**src/rtl/ps_step_ctrl.sv**
```systemverilog
module ps_step_ctrl #(
  parameter int W         = 8,
  parameter int START_POS = 128,
  parameter int RST_CYC   = 8
) (
  input  logic         clk,
  input  logic         rst_n,
  input  logic         fixed_mode,
  input  logic         req_valid,
  input  logic         req_inc,
  output logic         busy,
  output logic         req_rej,
  output logic         lim_hit,
  output logic         ps_en,
  output logic         ps_inc,
  input  logic         ps_done,
  input  logic         ps_ovf,
  output logic         ps_rst,
  output logic [W-1:0] pos,
  output logic         at_max,
  output logic         at_min
);
  localparam int CW = $clog2(RST_CYC + 1);
  localparam logic [W-1:0] TOP = '1;
  localparam logic [W-1:0] INIT = W'(START_POS);

  logic          fly, fly_inc, pend, pend_inc, en_q, inc_q, in_rst;
  logic [W-1:0]  tgt;
  logic [CW-1:0] rcnt;

  wire dn        = ps_done && fly;
  wire fly_free  = !fly || dn;
  wire pend_full = pend && !dn;
  wire hold      = in_rst || ps_ovf || fixed_mode;
  wire blocked   = req_inc ? (tgt == TOP) : (tgt == '0);
  wire accept    = req_valid && !hold && !blocked && !pend_full;
  wire lim_now   = req_valid && !hold && blocked;
  wire rej_now   = req_valid && (hold || (!blocked && pend_full));

  assign busy   = pend;
  assign ps_en  = en_q && !fixed_mode;
  assign ps_inc = en_q && inc_q && !fixed_mode;
  assign at_max = (pos == TOP);
  assign at_min = (pos == '0);

  always_ff @(posedge clk) begin
    if (!rst_n) begin
      fly <= 1'b0; fly_inc <= 1'b0; pend <= 1'b0; pend_inc <= 1'b0;
      en_q <= 1'b0; inc_q <= 1'b0; in_rst <= 1'b0; ps_rst <= 1'b0;
      rcnt <= '0; pos <= INIT; tgt <= INIT;
      req_rej <= 1'b0; lim_hit <= 1'b0;
    end else begin
      en_q    <= 1'b0;
      req_rej <= rej_now;
      lim_hit <= lim_now;
      if (in_rst) begin
        rcnt <= rcnt - CW'(1);
        if (rcnt == CW'(1)) begin
          in_rst <= 1'b0;
          ps_rst <= 1'b0;
        end
      end else if (ps_ovf) begin
        in_rst <= 1'b1; ps_rst <= 1'b1; rcnt <= CW'(RST_CYC);
        fly <= 1'b0; pend <= 1'b0; pos <= INIT; tgt <= INIT;
      end else begin
        if (dn) begin
          pos <= fly_inc ? pos + W'(1) : pos - W'(1);
          fly <= 1'b0;
        end
        if (fly_free && !fixed_mode && pend) begin
          en_q <= 1'b1; inc_q <= pend_inc;
          fly <= 1'b1; fly_inc <= pend_inc;
          pend <= accept;
          pend_inc <= req_inc;
        end else if (fly_free && accept) begin
          en_q <= 1'b1; inc_q <= req_inc;
          fly <= 1'b1; fly_inc <= req_inc;
        end else if (accept) begin
          pend <= 1'b1; pend_inc <= req_inc;
        end
        if (accept) tgt <= req_inc ? tgt + W'(1) : tgt - W'(1);
      end
    end
  end

  AST_EN_SINGLE: assert property (@(posedge clk) disable iff (!rst_n)
    ps_en |=> !ps_en);

  AST_NO_EN_IN_FLIGHT: assert property (@(posedge clk) disable iff (!rst_n)
    (fly && !ps_done) |=> !ps_en);

  AST_POS_UNIT_STEP: assert property (@(posedge clk) disable iff (!rst_n)
    (!in_rst && !ps_ovf) |=> ({1'b0, pos} == {1'b0, $past(pos)} ||
                              {1'b0, pos} == {1'b0, $past(pos)} + (W+1)'(1) ||
                              {1'b0, pos} + (W+1)'(1) == {1'b0, $past(pos)}));

  AST_LIM_NO_REJ: assert property (@(posedge clk) disable iff (!rst_n)
    lim_hit |-> !req_rej);

  AST_RST_ENTRY: assert property (@(posedge clk) disable iff (!rst_n)
    (ps_ovf && !in_rst) |=> (ps_rst && pos == INIT && !busy));

  AST_FIXED_HOLD: assert property (@(posedge clk) disable iff (!rst_n)
    (fixed_mode && $past(fixed_mode) && $past(req_valid)) |-> (req_rej && !ps_en));
endmodule

```
**config.mk**
```make
export PLATFORM = sky130hd
export DESIGN_NAME = ps_step_ctrl
export DESIGN_NICKNAME = d
export VERILOG_FILES = /design/src/rtl/ps_step_ctrl.sv
export SDC_FILE = /design/constraint.sdc
export NUM_CORES = 1
export LEC_CHECK = 0
export ABC_AREA = 0
export CORE_UTILIZATION = 50
export DETAILED_ROUTE_END_ITERATION = 10
export GPL_ROUTABILITY_DRIVEN = 0
export PLACE_DENSITY = 0.73
export SYNTH_ARGS = -nofsm -noshare
export SYNTH_HDL_FRONTEND = slang
export SYNTH_SLANG_ARGS = --single-unit
```
**constraint.sdc**
```tcl
create_clock -name clk -period 7.7 [get_ports clk]
set_clock_uncertainty 0.1 [all_clocks]
set_input_delay 2.31 -clock clk [delete_from_list [all_inputs] [get_ports clk]]
set_output_delay 2.31 -clock clk [all_outputs]
set_load 0.01 [all_outputs]
```
==> flow_summary.ini, run 1 <==
[critical_path]
crit_end = ps_inc
path_cells = clkdlybuf4s50_1, nor2b_1, and2_1, clkdlybuf4s50_1
cp_top_family = buffers and inverters
cp_slowest_cell = clkdlybuf4s50_1
cpMostUsedCell = clkdlybuf4s50_1
critical_path_required_ps = 5290
worstSetupPathDepth = 4
end_kind = primary output
crit_type = in -> out
rr_worst_depth = 5
cp_num_buf_inv = 2
crit_start = fixed_mode
r2r_end = tgt[4]
start_kind = input port
cp_max_fo = 5
reg2reg_slack_ps = 5340
cpPeakStageDelay_ps = 530
critPathArrivalTime_ps = 3710
r2r_start = in_rst

[cells_and_area]
seq_area_um2 = 581
diodes = 0
final_cell_mix = dfxtp_1, clkdlybuf4s50_1, nor2_1, a21oi_1, ha_1
area_growth_pct = 17.1
multi_input_area_mm2 = 0.00125
fill_cells = 335
drive_above_1_share_pct = 7.45
layout_commonest_cell = dfxtp_1
post-route-util_pct = 61.4
final_nets = 277

[floorplanning]
die_area_mm2 = 0.00412
ios = 23
die_w_um = 64.2
num_rows = 22
core_mm2 = 0.00369
fp.dieH_um = 64.2
start_util_pct = 52.4

[logic_synthesis]
syn-instance-count = 235
synth_edf_count = 0
synth_compound_area_share_pct = 19.9
synth_area_mm2 = 0.00193
synth-simple-area-share_pct = 28.8
synthAdderAreaFrac_pct = 11.1
async_reset_ff_share_pct = 0
syn-num-nets = 258
synth.avg_cell_area_um2 = 8.23
muxShareOfSynthArea_pct = 2.65
synthXorXnorAreaFrac_pct = 2.27
synth_top_family_by_area = simple AND/OR/NAND/NOR gates
ys.flop_type = dfxtp_1
yosys_warnings = 0
synth-seq-cells = 29
ys_types = 54
yosysSeqAreaShare_pct = 30.0

[power]
p_sw_share_pct = 25.6
power_leakage_nw = 0.889
power_frac_seq_pct = 46.7
vdd_ir_drop_max_v = 0.000131
p_per_area_mw_per_mm2 = 152
p_comb_share_pct = 13.4
p_clk_share_pct = 40.0
intPower_uw = 256
p_sw_uw = 88.4

[global_route]
grtUsageTotal_pct = 22.4
grt_max_degree = 21
grt_overflow = 0
antenna_found_initial = 0
grt_pass1_vias = 1602
grt_pass1_wl_um = 7180

[cts]
post_cts_buffers = 0
postCtsResizedCells = 0
clk_pin_slew_ps = 60
clk_latency_ps = 280
cts_made_buffers = 5
cts_tree = built
htree_num_levels = 2
clkSinkCount = 29
hold_buffers = 0
root_buffer = clkbuf_8
cts_max_path_buffers = 2

[sta]
min_period_ps = 6120
hold_viol = 0
max_freq_mhz = 163
max_slew_margin_pct = 24.2
slew_viol_final = 0
finalSetupViolations = 0
post-route-period-util_pct = 79.5
rsz0062_at_grt = no
worst_pin_slew_ps = 1120
tns_ps = 0

[run]
cap_viol_max_count = 0

[detailed_routing]
drt_first_pass_iters = 4
wirelength_um = 4140
final_antenna_net_count = 0
drc = 0
vias_per_cell = 5.91
first_iter_violations = 69
vias = 1790
wl_per_cell_um = 13.7

[place]
post-dp-hpwl_um = 2930
portBuffers = 22

[outcome]
status = finished clean

[min_path]
hold_path.class = reg -> reg
## state kept, by name, summed over array words and instances, names as in the netlist
name      count
in_rst        1
tgt           8
lim_hit       1
busy          1
rcnt          4
ps_rst        1
fly           1
inc_q         1
pos           8
pend_inc      1
en_q          1
req_rej       1
## synthesized netlist by cell type (2+ instances only)
cell type | count | area share [%]
or4_1 | 3 | 1.2
buf_2 | 2 | 0.52
and2_1 | 2 | 0.65
nand2_1 | 11 | 2.1
mux2i_1 | 4 | 2.1
or2_2 | 3 | 0.97
o31ai_1 | 3 | 1.2
nor4_1 | 2 | 0.65
ha_1 | 14 | 9.1
nor3_1 | 7 | 1.8
a21o_1 | 3 | 1.2
inv_1 | 12 | 2.3
nand3b_1 | 2 | 0.78
xnor2_1 | 4 | 1.8
clkbuf_1 | 6 | 1.2
nor2_1 | 21 | 4.1
o221a_2 | 2 | 1.2
a22oi_1 | 3 | 1.2
a211oi_1 | 2 | 0.78
dfxtp_1 | 29 | 30
nor2b_1 | 6 | 1.9
fa_1 | 2 | 2.1
o21a_1 | 2 | 0.78
a21oi_1 | 21 | 5.4
a2111oi_0 | 2 | 0.91
or3_1 | 9 | 2.9
nand3_1 | 11 | 2.8
nand4_1 | 5 | 1.6
and3_1 | 7 | 2.3
o21ai_0 | 7 | 1.8
nand2b_1 | 5 | 1.6
## worst min path at each step
| stage | end | slack, ps | cells past startpoint | startpoint |
|---|---|---|---|---|
| after global placement | ps_rst | 340 | 2 | ps_rst |
| after CTS | pend_inc | 370 | 2 | pend_inc |
| after detailed placement | ps_rst | 360 | 2 | ps_rst |
| after floorplan | pend_inc | 330 | 2 | pend_inc |
| after global routing | ps_rst | 390 | 2 | ps_rst |
| final | pend_inc | 370 | 2 | pend_inc |
## stage by stage
stage	hold slack (ps)	total power, mW	worst slack [ps]	cell area [um2]	cells
global placement	339	0.209	1600	2160	295
CTS	367	0.347	1570	2260	303
detailed placement	356	0.210	1570	2160	295
floorplan	332	0.196	2570	1930	235
global route	391	0.363	1530	2260	303
finish	366	0.345	1580	2260	303
## cells by family (layout without fill, tap and decap cells)
kind of cell    count (synthesis)  count (layout)
fa+ha+maj                      16              16
compound gates                 57              57
simple gates                  100             100
flops                          29              29
buf+inv                        23              43
xor+xnor                        5               5
mux                             5               5
## cell type report
class | count | share of cell area, %
Clock buffer | 7 | 4.26
Clock inverter | 1 | 0.221
Inverter | 13 | 2.16
Multi-Input combinational cell | 183 | 55.3
Tap cell | 48 | 2.65
Timing Repair Buffer | 22 | 9.73
Sequential cell | 29 | 25.6
## power by group through the flow
| stage | logic [mW] | registers, mW | clock network [mW] |
|---|---|---|---|
| 3_5_place_dp | 0.0457 | 0.164 | 0 |
| 6_report | 0.0461 | 0.161 | 0.138 |
| 5_1_grt | 0.0518 | 0.162 | 0.149 |
| 3_3_place_gp | 0.0451 | 0.164 | 0 |
| 2_1_floorplan | 0.0341 | 0.162 | 0 |
| 4_1_cts | 0.0460 | 0.161 | 0.140 |
## metal layers
metal,up-vias,GRT usage [%],wire (um),part of all wire [%]
met1,849,30.8,2110,51
met3,7,3.93,146,3.5
met4,0,8.06,53,1.3
met2,32,35.1,1830,44
met5,-,0,0,0
li1,902,-,-,-
## worst register-to-register path: stages, from the launching register on
cell and delay, ps:
dfxtp_1 480, nor3_4 290, nand3_1 90, or3_1 580
or4_1 580, a21oi_1 150
No activity file was read; power rests on OpenSTA's default activity.
==> run 2: changes to the inputs <==
--- a/config.mk
+++ b/config.mk
@@ -9,7 +9,7 @@
 export CORE_UTILIZATION = 50
 export DETAILED_ROUTE_END_ITERATION = 10
 export GPL_ROUTABILITY_DRIVEN = 0
-export PLACE_DENSITY = 0.73
+export PLACE_DENSITY = 0.75
 export SYNTH_ARGS = -nofsm -noshare
 export SYNTH_HDL_FRONTEND = slang
 export SYNTH_SLANG_ARGS = --single-unit
==> constraint.sdc (replaced) <==
create_clock -name clk -period 5 [get_ports clk]
set_clock_uncertainty 0.1 [all_clocks]
set_input_delay 1.5 -clock clk [delete_from_list [all_inputs] [get_ports clk]]
set_output_delay 1.5 -clock clk [all_outputs]
set_load 0.01 [all_outputs]
==> run 2 against run 1 <==
Global-route usage barely moved. First-iteration DRC count rose by 78%. Via count decreased by 3.5%. Combinational power up 55%. Clock power up 33%. Design area increased by 0.33%. Wire length decreased by 3.5%. Critical path depth unchanged. Flip-flop and latch count stayed put.
==> flow_summary.ini, run 2 (synthesis gave the netlist of run 1 again) <==
[power]
totalPowerFinal_uw = 502
p_per_area_mw_per_mm2 = 221
vdd_ir_drop_max_v = 0.000187
power_leakage_nw = 0.893

[critical_path]
rr_worst_depth = 5
crit_start = fixed_mode
r2r_start = in_rst
start_kind = input port
cp_max_fo = 5
critPathArrivalTime_ps = 2860
critical_path_required_ps = 3400
end_kind = primary output
crit_end = ps_inc
reg2reg_slack_ps = 2640
crit_type = in -> out
r2r_end = tgt[4]

[cts]
cts_made_buffers = 5
clkSinkCount = 29
clk_pin_slew_ps = 60
hold_buffers = 0
cts_max_path_buffers = 2
root_buffer = clkbuf_8
htree_num_levels = 2
postCtsResizedCells = 0
cts_tree = built
clk_latency_ps = 280
post_cts_buffers = 0

[global_route]
grt_pass1_wl_um = 7240
grt_overflow = 0
grt_max_degree = 21
antenna_found_initial = 0
use_met1_pct = 30.3
grt_pass1_vias = 1647
grt_util_met2_pct = 36.3
grtUsageMet3_pct = 4.82
top_usage_layer = met2
grtUsageTotal_pct = 22.4

[floorplanning]
ios = 23
core_mm2 = 0.00369
die_w_um = 64.2
die_area_mm2 = 0.00412
start_util_pct = 52.4
fp.dieH_um = 64.2
num_rows = 22

[sta]
worst_pin_slew_ps = 579
hold_viol = 0
tns_ps = 0
slew_viol_final = 0
fin_ws_ps = 545
max_freq_mhz = 224
min_period_ps = 4460
max_slew_margin_pct = 61.4
rsz0062_at_grt = no
finalSetupViolations = 0
whs_ps = 350
post-route-period-util_pct = 89.1

[cells_and_area]
top_regs = pos: 8 flops, tgt: 8 flops, rcnt: 4 flops
area_growth_pct = 17.5
final_cell_mix = dfxtp_1, clkdlybuf4s50_1, nor2_1, a21oi_1, ha_1
post-route-util_pct = 61.6
drive_above_1_share_pct = 8.53
layout_commonest_cell = dfxtp_1
instances_no_fill = 306
stdcell_area_mm2 = 0.00227
fill_cells = 337
final_nets = 280
diodes = 0

[place]
post-dp-hpwl_um = 2880
pre_cts_ws_ps = 532
portBuffers = 22
place_area_mm2 = 0.00218
dp.cells = 298

[detailed_routing]
drt_first_pass_iters = 4
wl_per_cell_um = 13.1
wirelength_um = 4000
vias_per_cell = 5.64
final_antenna_net_count = 0
vias = 1727
first_iter_violations = 123
drc = 0

[min_path]
hold_path.class = reg -> reg
holdCritStartpoint = ps_rst

[outcome]
status = finished clean

[run]
cap_viol_max_count = 0
[run 2: metal layers]
| metal | wire [um] | part of all wire, % |
|---|---|---|
| met5 | 0 | 0 |
| met1 | 2010 | 50 |
| met4 | 26 | 0.65 |
| met2 | 1820 | 45 |
| met3 | 143 | 3.6 |
[run 2: worst min path at each step]
stage / cells after the start / slack (ps) / end
2_1_floorplan: 2 / 330 / pend_inc
3_3_place_gp: 2 / 340 / ps_rst
3_5_place_dp: 2 / 340 / ps_rst
4_1_cts: 2 / 350 / ps_rst
5_1_grt: 2 / 370 / pend_inc
6_report: 2 / 350 / ps_rst
[run 2: area by class of cell]
class,count,area [um2],area share [%]
multi-input cells,183,1250,55.2
flip-flops and latches,29,581,25.6
repair buffers,25,243,10.7
clock buffers,5,68.8,3.03
well taps,48,60.1,2.64
inverters,13,48.8,2.15
clock inverters,3,17.5,0.771
[run 2: worst max-delay path, cell delays in order]
cell	delay, ps
clkdlybuf4s50_1	530
nor2b_1	170
and2_1	130
clkdlybuf4s50_1	520
[run 2: where the power goes]
part | switching, mW | internal (mW) | leakage [nW]
sequential | 0.00911 | 0.238 | 0.236
combinational | 0.0382 | 0.0333 | 0.614
clock | 0.0873 | 0.0957 | 0.0439
total | 0.135 | 0.367 | 0.893
